==> src/rtl/pal_host_pkg.sv <==
package pal_host_pkg;
  localparam int DEF_COLOR_W = 6;
  localparam int DEF_ADDR_W  = 8;

  typedef enum logic [1:0] {
    SEL_ADDR_WR = 2'b00,
    SEL_DATA    = 2'b01,
    SEL_MASK    = 2'b10,
    SEL_ADDR_RD = 2'b11
  } sel_e;

  typedef enum logic [1:0] {
    PH_RED   = 2'd0,
    PH_GREEN = 2'd1,
    PH_BLUE  = 2'd2
  } phase_e;
endpackage

==> src/rtl/pal_strobe_sync.sv <==
module pal_strobe_sync #(
  parameter int STAGES = 2
) (
  input  logic clk,
  input  logic rst_n,
  input  logic strobe_n,
  output logic active,
  output logic release_pulse
);
  logic [STAGES-1:0] chain_q;
  logic              last_q;

  always_ff @(posedge clk or negedge rst_n) begin
    if (!rst_n) begin
      chain_q <= '1;
      last_q  <= 1'b1;
    end else begin
      chain_q <= {chain_q[STAGES-2:0], strobe_n};
      last_q  <= chain_q[STAGES-1];
    end
  end

  // strobe seen low after synchronization
  assign active        = ~chain_q[STAGES-1];
  // strobe just went back high
  assign release_pulse = chain_q[STAGES-1] & ~last_q;
endmodule

==> src/rtl/pal_bus_guard.sv <==
module pal_bus_guard (
  input  logic clk,
  input  logic rst_n,
  input  logic wr_active,
  input  logic rd_active,
  input  logic wr_release,
  input  logic rd_release,
  output logic wr_evt,
  output logic rd_evt,
  output logic both_low
);
  logic overlap_q;

  assign both_low = wr_active & rd_active;

  // Sticky from the first cycle both strobes are low until both are high.
  always_ff @(posedge clk or negedge rst_n) begin
    if (!rst_n) begin
      overlap_q <= 1'b0;
    end else if (both_low) begin
      overlap_q <= 1'b1;
    end else if (!wr_active && !rd_active) begin
      overlap_q <= 1'b0;
    end
  end

  assign wr_evt = wr_release & ~overlap_q;
  assign rd_evt = rd_release & ~overlap_q;
endmodule

==> src/rtl/pal_req_hold.sv <==
module pal_req_hold #(
  parameter int PW = 8
) (
  input  logic          clk,
  input  logic          rst_n,
  input  logic          go,
  input  logic [PW-1:0] go_payload,
  output logic          valid,
  input  logic          ready,
  output logic [PW-1:0] payload
);
  always_ff @(posedge clk or negedge rst_n) begin
    if (!rst_n) begin
      valid   <= 1'b0;
      payload <= '0;
    end else if (go) begin
      valid   <= 1'b1;
      payload <= go_payload;
    end else if (valid && ready) begin
      valid   <= 1'b0;
    end
  end
endmodule

==> src/rtl/pal_access_core.sv <==
module pal_access_core
  import pal_host_pkg::*;
#(
  parameter int              COLOR_W    = DEF_COLOR_W,
  parameter int              ADDR_W     = DEF_ADDR_W,
  parameter logic [ADDR_W-1:0] MASK_RESET = '1
) (
  input  logic                   clk,
  input  logic                   rst_n,
  input  logic                   wr_evt,
  input  logic                   rd_evt,
  input  logic [1:0]             sel,
  input  logic [ADDR_W-1:0]      wdata,
  input  logic                   rsp_valid,
  input  logic [3*COLOR_W-1:0]   rsp_data,
  output logic [ADDR_W-1:0]      rdata,
  output logic [ADDR_W-1:0]      mask,
  output logic [ADDR_W-1:0]      entry_addr,
  output phase_e                 phase,
  output logic                   wr_go,
  output logic [ADDR_W-1:0]      wr_addr,
  output logic [3*COLOR_W-1:0]   wr_entry,
  output logic                   rd_go,
  output logic [ADDR_W-1:0]      rd_addr
);
  localparam int              ENTRY_W = 3 * COLOR_W;
  localparam int              PAD_W   = ADDR_W - COLOR_W;
  localparam logic [ADDR_W-1:0] ONE   = {{(ADDR_W-1){1'b0}}, 1'b1};

  sel_e                sel_c;
  phase_e              phase_q, phase_nx;
  logic [ADDR_W-1:0]   addr_q, mask_q, addr_inc;
  logic [COLOR_W-1:0]  col_q [3];
  logic [COLOR_W-1:0]  byte_in, cur_byte;
  logic                wr_go_q, rd_go_q;
  logic [ADDR_W-1:0]   wr_addr_q, rd_addr_q;
  logic [ENTRY_W-1:0]  wr_entry_q;

  assign sel_c    = sel_e'(sel);
  assign byte_in  = wdata[COLOR_W-1:0];
  assign addr_inc = addr_q + ONE;

  always_comb begin
    case (phase_q)
      PH_RED:   begin phase_nx = PH_GREEN; cur_byte = col_q[0]; end
      PH_GREEN: begin phase_nx = PH_BLUE;  cur_byte = col_q[1]; end
      default:  begin phase_nx = PH_RED;   cur_byte = col_q[2]; end
    endcase
  end

  always_ff @(posedge clk or negedge rst_n) begin
    if (!rst_n) begin
      addr_q     <= '0;
      mask_q     <= MASK_RESET;
      phase_q    <= PH_RED;
      for (int i = 0; i < 3; i++) col_q[i] <= '0;
      wr_go_q    <= 1'b0;
      rd_go_q    <= 1'b0;
      wr_addr_q  <= '0;
      rd_addr_q  <= '0;
      wr_entry_q <= '0;
    end else begin
      wr_go_q <= 1'b0;
      rd_go_q <= 1'b0;
      if (rsp_valid) begin
        col_q[0] <= rsp_data[ENTRY_W-1 -: COLOR_W];
        col_q[1] <= rsp_data[2*COLOR_W-1 -: COLOR_W];
        col_q[2] <= rsp_data[COLOR_W-1:0];
      end
      if (wr_evt) begin
        case (sel_c)
          SEL_ADDR_WR: begin
            addr_q  <= wdata;
            phase_q <= PH_RED;
          end
          SEL_ADDR_RD: begin
            addr_q    <= wdata;
            phase_q   <= PH_RED;
            rd_go_q   <= 1'b1;
            rd_addr_q <= wdata;
          end
          SEL_DATA: begin
            for (int i = 0; i < 3; i++) begin
              if (phase_q == phase_e'(i)) col_q[i] <= byte_in;
            end
            if (phase_q == PH_BLUE) begin
              wr_go_q    <= 1'b1;
              wr_addr_q  <= addr_q;
              wr_entry_q <= {col_q[0], col_q[1], byte_in};
              addr_q     <= addr_inc;
            end
            phase_q <= phase_nx;
          end
          default: mask_q <= wdata;
        endcase
      end else if (rd_evt && sel_c == SEL_DATA) begin
        if (phase_q == PH_BLUE) begin
          addr_q    <= addr_inc;
          rd_go_q   <= 1'b1;
          rd_addr_q <= addr_inc;
        end
        phase_q <= phase_nx;
      end
    end
  end

  always_comb begin
    case (sel_c)
      SEL_DATA: rdata = {{PAD_W{1'b0}}, cur_byte};
      SEL_MASK: rdata = mask_q;
      default:  rdata = addr_q;
    endcase
  end

  assign mask       = mask_q;
  assign entry_addr = addr_q;
  assign phase      = phase_q;
  assign wr_go      = wr_go_q;
  assign wr_addr    = wr_addr_q;
  assign wr_entry   = wr_entry_q;
  assign rd_go      = rd_go_q;
  assign rd_addr    = rd_addr_q;
endmodule

==> src/rtl/pal_host_ctrl.sv <==
module pal_host_ctrl
  import pal_host_pkg::*;
#(
  parameter int                COLOR_W     = DEF_COLOR_W,
  parameter int                ADDR_W      = DEF_ADDR_W,
  parameter int                SYNC_STAGES = 2,
  parameter logic [ADDR_W-1:0] MASK_RESET  = '1
) (
  input  logic                 clk,
  input  logic                 rst_n,
  input  logic [1:0]           host_sel,
  input  logic [ADDR_W-1:0]    host_wdata,
  output logic [ADDR_W-1:0]    host_rdata,
  input  logic                 host_wr_n,
  input  logic                 host_rd_n,
  output logic [ADDR_W-1:0]    pix_mask,
  output logic                 lut_wr_valid,
  input  logic                 lut_wr_ready,
  output logic [ADDR_W-1:0]    lut_wr_addr,
  output logic [3*COLOR_W-1:0] lut_wr_data,
  output logic                 lut_rd_valid,
  input  logic                 lut_rd_ready,
  output logic [ADDR_W-1:0]    lut_rd_addr,
  input  logic                 lut_rsp_valid,
  input  logic [3*COLOR_W-1:0] lut_rsp_data
);
  localparam int ENTRY_W     = 3 * COLOR_W;
  localparam int NUM_STROBES = 2;
  localparam int WR_PW       = ADDR_W + ENTRY_W;

  logic [NUM_STROBES-1:0] strobe_n_vec, active_vec, release_vec;
  logic                   wr_evt, rd_evt, both_low;
  logic                   wr_go, rd_go;
  logic [ADDR_W-1:0]      wr_addr, rd_addr, entry_addr;
  logic [ENTRY_W-1:0]     wr_entry;
  phase_e                 phase;

  // index 0: write strobe, index 1: read strobe
  assign strobe_n_vec = {host_rd_n, host_wr_n};

  for (genvar s = 0; s < NUM_STROBES; s++) begin : g_sync
    pal_strobe_sync #(.STAGES(SYNC_STAGES)) u_sync (
      .clk          (clk),
      .rst_n        (rst_n),
      .strobe_n     (strobe_n_vec[s]),
      .active       (active_vec[s]),
      .release_pulse(release_vec[s])
    );
  end

  pal_bus_guard u_guard (
    .clk       (clk),
    .rst_n     (rst_n),
    .wr_active (active_vec[0]),
    .rd_active (active_vec[1]),
    .wr_release(release_vec[0]),
    .rd_release(release_vec[1]),
    .wr_evt    (wr_evt),
    .rd_evt    (rd_evt),
    .both_low  (both_low)
  );

  pal_access_core #(
    .COLOR_W   (COLOR_W),
    .ADDR_W    (ADDR_W),
    .MASK_RESET(MASK_RESET)
  ) u_core (
    .clk       (clk),
    .rst_n     (rst_n),
    .wr_evt    (wr_evt),
    .rd_evt    (rd_evt),
    .sel       (host_sel),
    .wdata     (host_wdata),
    .rsp_valid (lut_rsp_valid),
    .rsp_data  (lut_rsp_data),
    .rdata     (host_rdata),
    .mask      (pix_mask),
    .entry_addr(entry_addr),
    .phase     (phase),
    .wr_go     (wr_go),
    .wr_addr   (wr_addr),
    .wr_entry  (wr_entry),
    .rd_go     (rd_go),
    .rd_addr   (rd_addr)
  );

  pal_req_hold #(.PW(WR_PW)) u_wr_req (
    .clk       (clk),
    .rst_n     (rst_n),
    .go        (wr_go),
    .go_payload({wr_addr, wr_entry}),
    .valid     (lut_wr_valid),
    .ready     (lut_wr_ready),
    .payload   ({lut_wr_addr, lut_wr_data})
  );

  pal_req_hold #(.PW(ADDR_W)) u_rd_req (
    .clk       (clk),
    .rst_n     (rst_n),
    .go        (rd_go),
    .go_payload(rd_addr),
    .valid     (lut_rd_valid),
    .ready     (lut_rd_ready),
    .payload   (lut_rd_addr)
  );
endmodule

==> config.mk <==
export PLATFORM = sky130hd
export DESIGN_NAME = pal_host_ctrl
export DESIGN_NICKNAME = d
export VERILOG_FILES = /design/src/rtl/pal_host_pkg.sv /design/src/rtl/pal_strobe_sync.sv /design/src/rtl/pal_bus_guard.sv /design/src/rtl/pal_req_hold.sv /design/src/rtl/pal_access_core.sv /design/src/rtl/pal_host_ctrl.sv
export SDC_FILE = /design/constraint.sdc
export NUM_CORES = 1
export LEC_CHECK = 0
export BUFFER_PORTS_ARGS = -buffer_cell sky130_fd_sc_hd__clkbuf_2
export CORE_MARGIN = 5
export CORE_UTILIZATION = 50
export DETAILED_ROUTE_END_ITERATION = 10
export HOLD_SLACK_MARGIN = 0.02
export PLACE_DENSITY = 0.72
export SLEW_MARGIN = 30
export SYNTH_ARGS = -nofsm -noshare
export SYNTH_HDL_FRONTEND = slang
export SYNTH_SLANG_ARGS = --single-unit
==> constraint.sdc <==
create_clock -name clk -period 5 [get_ports clk]
set_input_delay 0.25 -clock clk [delete_from_list [all_inputs] [get_ports clk]]
set_output_delay 0.25 -clock clk [all_outputs]
set_load 0.05 [all_outputs]
==> results.toml, run 1 <==
[min_path]
hold_path.class = "in -> reg"

[detailed_routing]
routed_wl_um = 12110
drcViolationCount = 0
vias = 3817
drt-vias-per-instance = 5.445
ant_nets = 0
wire_per_inst_um = 17.28
drt_iter0_drc = 268
dr.pass1.iters = 6

[flow_run]
maxCapViolCount = 0

[logic_synthesis]
synth_nets = 509
synth_top_family_by_area = "multiplexers"
ys.warnings.count = 0
ys_types = 50
synth-edff-count = 0
yosysMostFrequentCell = "dfrtp_1"
ys_ff_latch = 115
synthAdderAreaFrac = 0.01216
syn_area_sq_um = 5144
netlist.area_leader.share = 0.4914
syn_avg_cell_area_sq_um = 10.97
postSynth.asyncResetShare = 1.000
synth_flop_cell = "dfrtp_1"
synth_compound_area_frac = 0.1107
syn_inst = 469
synth-simple-area-share = 0.1275
synthXorXnorAreaFrac = 0.005108
synth_top_area_cell = "dfrtp_1"
synthMuxAreaShare = 0.1450
synth.yosys.seq_area_share = 0.5629
ys_top_cells_by_area = "dfrtp_1 49%, mux2_2 9.6%, dfstp_2 7.2%"
synth_common_cells = "101 x dfrtp_1, 90 x nand2_1, 44 x mux2_2, 34 x o21ai_0, 28 x a21oi_1"

[floorplanning]
rows = 37
ioPinCount = 87
fp.dieH_um = 111.4
coreArea_sq_um = 10180
initial_core_util = 0.5050
die_area_sq_um = 12420
die_w_um = 111.4

[grt]
grt_pass1_wl_um = 20160
grt_pass1_vias = 3962
overflow = 0
grt_max_degree = 61
track_usage = 0.2049
grt_antenna_before_repair = 0

[clock_network]
clock-sinks = 115
htree_levels = 4
cts_tree = "done"
cts_buffer_depth = 2
clk_pin_slew_ns = 0.05
cts_buffers = 17
cts-root-buf = "clkbuf_8"
clk_latency_ns = 0.51
cts_resized = 0

[sta]
hold_viol_final = 0
relSlewSlack = 0.5176
setup_viol = 0
rsz0062_at_grt = "no"
max_freq_mhz = 399.6
slew_viol_final = 0
worstMarginPinSlew_ns = 0.7237
skew_ns = 0.007503
period_share = 0.5005
tns_ns = 0
post-route-min-period_ns = 2.503

[critical_path]
cp-start-kind = "flop"
cp_max_fo = 12
cp-end-kind = "output pin"
slowest_stage = "dfrtp_1"
worstPathRequired_ns = 4.75
critical_path_class = "reg -> out"
crit_arrival_ns = 2.25
cpPeakStageDelay_ns = 0.65
crit_chain = "mux2i_1 > o21ai_0 > a221oi_1 > a21oi_1 > clkbuf_2"

[pwr]
powerDensity_nw_per_um2 = 555.9
vdd_drop_max_v = 0.0002978
power_uw = 3476
leakagePower_uw = 0.003123

[layout]
area_growth_pct = 21.55
fin_nets = 592
drive_above_1_share = 0.3310
diodes = 0

[place]
dp_hpwl_um = 8368
gp_congestion = 0.8999
port_buffers = 86

[status]
status = "finished, final reports clean"
[flip-flops by register name, indices dropped and copies added, names as in the netlist]
register               count
u_core.rd_addr             8
u_wr_req.valid             1
u_core.phase               2
u_core.mask                8
u_core.rd_go               1
u_core.wr_go               1
u_rd_req.payload           8
u_wr_req.payload          26
u_core.wr_entry           18
g_sync.u_sync.last_q       2
u_core.col_q              18
u_guard.overlap_q          1
g_sync.u_sync.chain_q      4
u_rd_req.valid             1
u_core.entry_addr          8
u_core.wr_addr             8
[cells in the final DEF, fill, tap and decap left out, types with 3 or more instances in the layout]
cell type / Yosys / routed
a221oi_1: 6 / 6
nand2_1: 90 / 90
nor2_1: 19 / 19
o21ai_0: 34 / 34
dfstp_2: 14 / 14
clkbuf_1: 11 / 3
a21oi_1: 28 / 28
xnor2_1: 3 / 3
clkbuf_8: 0 / 3
a21o_1: 5 / 5
inv_1: 13 / 13
dlygate4sd3_1: 0 / 6
clkbuf_16: 0 / 16
mux2i_1: 25 / 25
nor3_1: 3 / 3
nand3_1: 8 / 8
clkinv_2: 0 / 5
dfrtp_1: 101 / 100
ha_1: 5 / 5
clkbuf_2: 2 / 85
mux2_2: 44 / 44
clkinvlp_4: 0 / 3
a22o_1: 3 / 3
[cell type report]
cell class,instances,area [sq um]
fillers,866,3933
flip-flops and latches,115,2897
multi-input cells,310,2068
repair buffers,93,500.5
clock buffers,22,452.9
well taps,136,170.2
clock inverters,10,107.6
inverters,15,56.30
[routing by layer]
metal	track usage	vias up	wire (um)
met5	0	-	0
met4	0.08273	0	259
met3	0.06033	28	904
met2	0.3313	155	5846
met1	0.2601	1833	5101
li1	-	1801	-
[worst max-delay path, delay by kind of cell (launching register included)]
| kind | cells | cell delay [ns] |
|---|---|---|
| flip-flops | 1 | 0.65 |
| AO/OA/AOI/OAI | 3 | 0.66 |
| buffers and inverters | 1 | 0.30 |
| multiplexers | 1 | 0.14 |
[stage by stage]
step	std cells	hold slack, ns	setup slack (ns)	utilization	cell area [sq um]
floorplan	469	-0.04559	2.799	-	5144
global placement	663	0.3372	2.747	0.5520	5622
detailed placement	663	0.3401	2.634	0.5521	5623
CTS	701	0.02835	2.527	0.6130	6243
global route	701	0.05054	2.313	0.6139	6252
finish	701	0.05145	2.497	0.6139	6252
[power breakdown]
group          switching, uW  leakage [uW]  internal, uW
clock network            401      0.000271           729
registers                211       0.00146          1180
logic                    643       0.00139           308
[worst paths after layout]
kind / start / end / slack [ns] / cells after the start
setup / recovery: u_core.phase[0]$_DFFE_PN0P_ / host_rdata[0] / 2.50 / 5
hold / removal: host_wdata[6] / u_core.mask[6]$_DFFE_PN1P_ / 0.05 / 2
setup reg to reg: u_core.phase[1]$_DFFE_PN0P_ / u_core.col_q[5]$_DFF_PN0_ / 2.55 / 5
hold reg to reg: g_sync[1].u_sync.chain_q[0]$_DFF_PN1_ / g_sync[1].u_sync.chain_q[1]$_DFF_PN1_ / 0.35 / 0
max in group asynchronous: rst_n / u_rd_req.payload[5]$_DFFE_PN0P_ / 3.47 / 3
min in group asynchronous: rst_n / u_wr_req.payload[15]$_DFFE_PN0P_ / 0.36 / 2
[what timing repair did]
| item | CTS | global route |
|---|---|---|
| buffers inserted | 0 | 0 |
| endpoints found under the hold margin | 64 | 0 |
| hold buffers | 6 | 0 |
[cells by family (layout without fill, tap and decap cells)]
group / Yosys count / in the layout
adders and majority gates: 5 / 5
xor gates and xnor gates: 3 / 3
AOI/OAI and AO/OA: 93 / 93
and+or+nand+nor: 140 / 140
DFF: 115 / 115
buffers and inverters: 44 / 140
muxes: 69 / 69
Note: power is estimated with default switching activity, not from simulation.
==> run 2: changes to the inputs <==
==> constraint.sdc (replaced) <==
create_clock -name clk -period 2.6 [get_ports clk]
set_input_delay 0.13 -clock clk [delete_from_list [all_inputs] [get_ports clk]]
set_output_delay 0.13 -clock clk [all_outputs]
set_load 0.05 [all_outputs]
==> run 2 against run 1 <==
- non-clock buffer count grew 40
- first-iteration DRC count grew 1.1%
- sequential share of layout area shrank 3.0 points
- cell area grew 7.0%
- combinational power grew 100%
- critical endpoint is now host_rdata[5]
- global-route usage grew 1.9 points
- count of clock-buffer cells in the layout grew 2
- clock power grew 110%
==> results.toml, run 2 (synthesis gave the netlist of run 1 again) <==
[layout]
diodes = 0
fin_nets = 632
top_register = "u_wr_req.payload"
fin_util = 0.6566
final_cell_mix = "100 x dfrtp_1, 90 x nand2_1, 85 x clkbuf_2"
drive_above_1_share = 0.3223
area_growth_pct = 30.02
layout.cells.most_common = "dfrtp_1"
final_area_sq_um = 6688
largest_reg_flops = 26

[floorplanning]
rows = 37
fp.dieH_um = 111.4
ioPinCount = 87
die_w_um = 111.4
initial_core_util = 0.5050
coreArea_sq_um = 10180
die_area_sq_um = 12420

[detailed_routing]
drt_iter0_drc = 271
dr.pass1.iters = 5
drcViolationCount = 0
drt-vias-per-instance = 5.404
vias = 4004
wire_per_inst_um = 17.67
routed_wl_um = 13090
ant_nets = 0

[flow_run]
maxCapViolCount = 0

[sta]
relSlewSlack = 0.5126
hold_viol_final = 0
max_freq_mhz = 420.2
tns_ns = 0
worst_hold_slack_ns = 0.2250
setup_viol = 0
slew_viol_final = 0
post-route-min-period_ns = 2.380
skew_ns = 0.006824
worstMarginPinSlew_ns = 0.7312
period_share = 0.9152
rsz0062_at_grt = "no"

[grt]
grtUsageMet1 = 0.2803
grt.met3_usage = 0.05543
grt_pass1_vias = 4263
track_usage = 0.2238
grt-busiest-layer = "met2"
grt_max_degree = 55
overflow = 0
grt_pass1_wl_um = 21840
grt_antenna_before_repair = 0
grtUsageMet2 = 0.3727

[critical_path]
cp-end-kind = "output pin"
cp-start-kind = "flop"
critical_path_class = "reg -> out"
r2r_cells = 6
cp_max_fo = 12
regToRegStartpoint = "u_core.phase[1]$_DFFE_PN0P_"
startpoint = "u_core.phase[0]$_DFFE_PN0P_"
crit_arrival_ns = 2.25
worstPathRequired_ns = 2.47

[pwr]
power_uw = 6957
leakagePower_uw = 0.003317
vdd_drop_max_v = 0.0005707
powerDensity_nw_per_um2 = 1040

[clock_network]
cts_buffer_depth = 2
htree_levels = 4
cts_tree = "done"
cts-root-buf = "clkbuf_8"
clk_latency_ns = 0.52
clk_pin_slew_ns = 0.06
clock-sinks = 115
cts_buffers = 17

[place]
place_area_sq_um = 5672
dp_hpwl_um = 8848
port_buffers = 86
gp_congestion = 0.8550

[status]
status = "finished, final reports clean"

[min_path]
hold_path.class = "in -> async"
[run 2: changes by cell type in the layout (fill, tap and decap cells not counted)]
cell / delta
clkinv_4: +1
nor4b_2: +1
bufinv_16: +1
clkbuf_8: +2
nor4b_4: -1
nand3_1: -1
clkinv_2: -3
clkinvlp_4: -1
nand3_2: +1
dlygate4sd3_1: +33
buf_12: +1
buf_4: +6
[run 2: layer usage]
metal | vias to the layer above | part of all wire
met2 | 146 | 0.49
met3 | 24 | 0.066
met5 | - | 0
li1 | 1875 | -
met1 | 1959 | 0.42
met4 | 0 | 0.021
[run 2: worst paths after layout]
kind                                                    endpoint  slack [ns]
min                                   u_wr_req.valid$_DFFE_PN0P_        0.23
min in group clk           g_sync[0].u_sync.chain_q[0]$_DFF_PN1_        0.24
min reg2reg                g_sync[1].u_sync.chain_q[1]$_DFF_PN1_        0.36
max                                                host_rdata[5]        0.22
max reg2reg                            u_core.col_q[0]$_DFF_PN0_        0.26
max in group asynchronous         u_core.wr_entry[2]$_DFFE_PN0P_        1.57
[run 2: power by group]
part | total, uW | internal, uW | switching (uW)
registers | 2690 | 2280 | 413
logic | 1930 | 654 | 1280
clock network | 2340 | 1560 | 777
[run 2: stage by stage]
stage / cells / setup slack, ns
4_1_cts: 739 / 0.08587
5_1_grt: 741 / 0.05557
6_report: 741 / 0.2204
3_5_place_dp: 668 / 0.5806
3_3_place_gp: 668 / 0.6432
2_1_floorplan: 469 / 0.6220
[run 2: area by class of cell]
| type | count | area [sq um] |
|---|---|---|
| Fill cell | 813 | 3497 |
| Sequential cell | 115 | 2897 |
| Multi-Input combinational cell | 310 | 2064 |
| Timing Repair Buffer | 133 | 895.9 |
| Clock buffer | 24 | 480.5 |
| Tap cell | 136 | 170.2 |
| Clock inverter | 8 | 123.9 |
| Inverter | 15 | 56.30 |
[run 2: worst max-delay path, cell delays in order (launching register included)]
cell      delay, ns
dfrtp_2        0.52
mux2i_1        0.15
o21ai_0        0.31
a221oi_1       0.16
a21oi_1        0.25
clkbuf_2       0.33
[run 2: what timing repair did]
action | in CTS | in global routing
endpoints found under the hold margin | 85 | 0
resized for setup | 0 | 2
hold buffers | 39 | 0
setup buffers | 0 | 2
setup endpoints to repair | 0 | 8
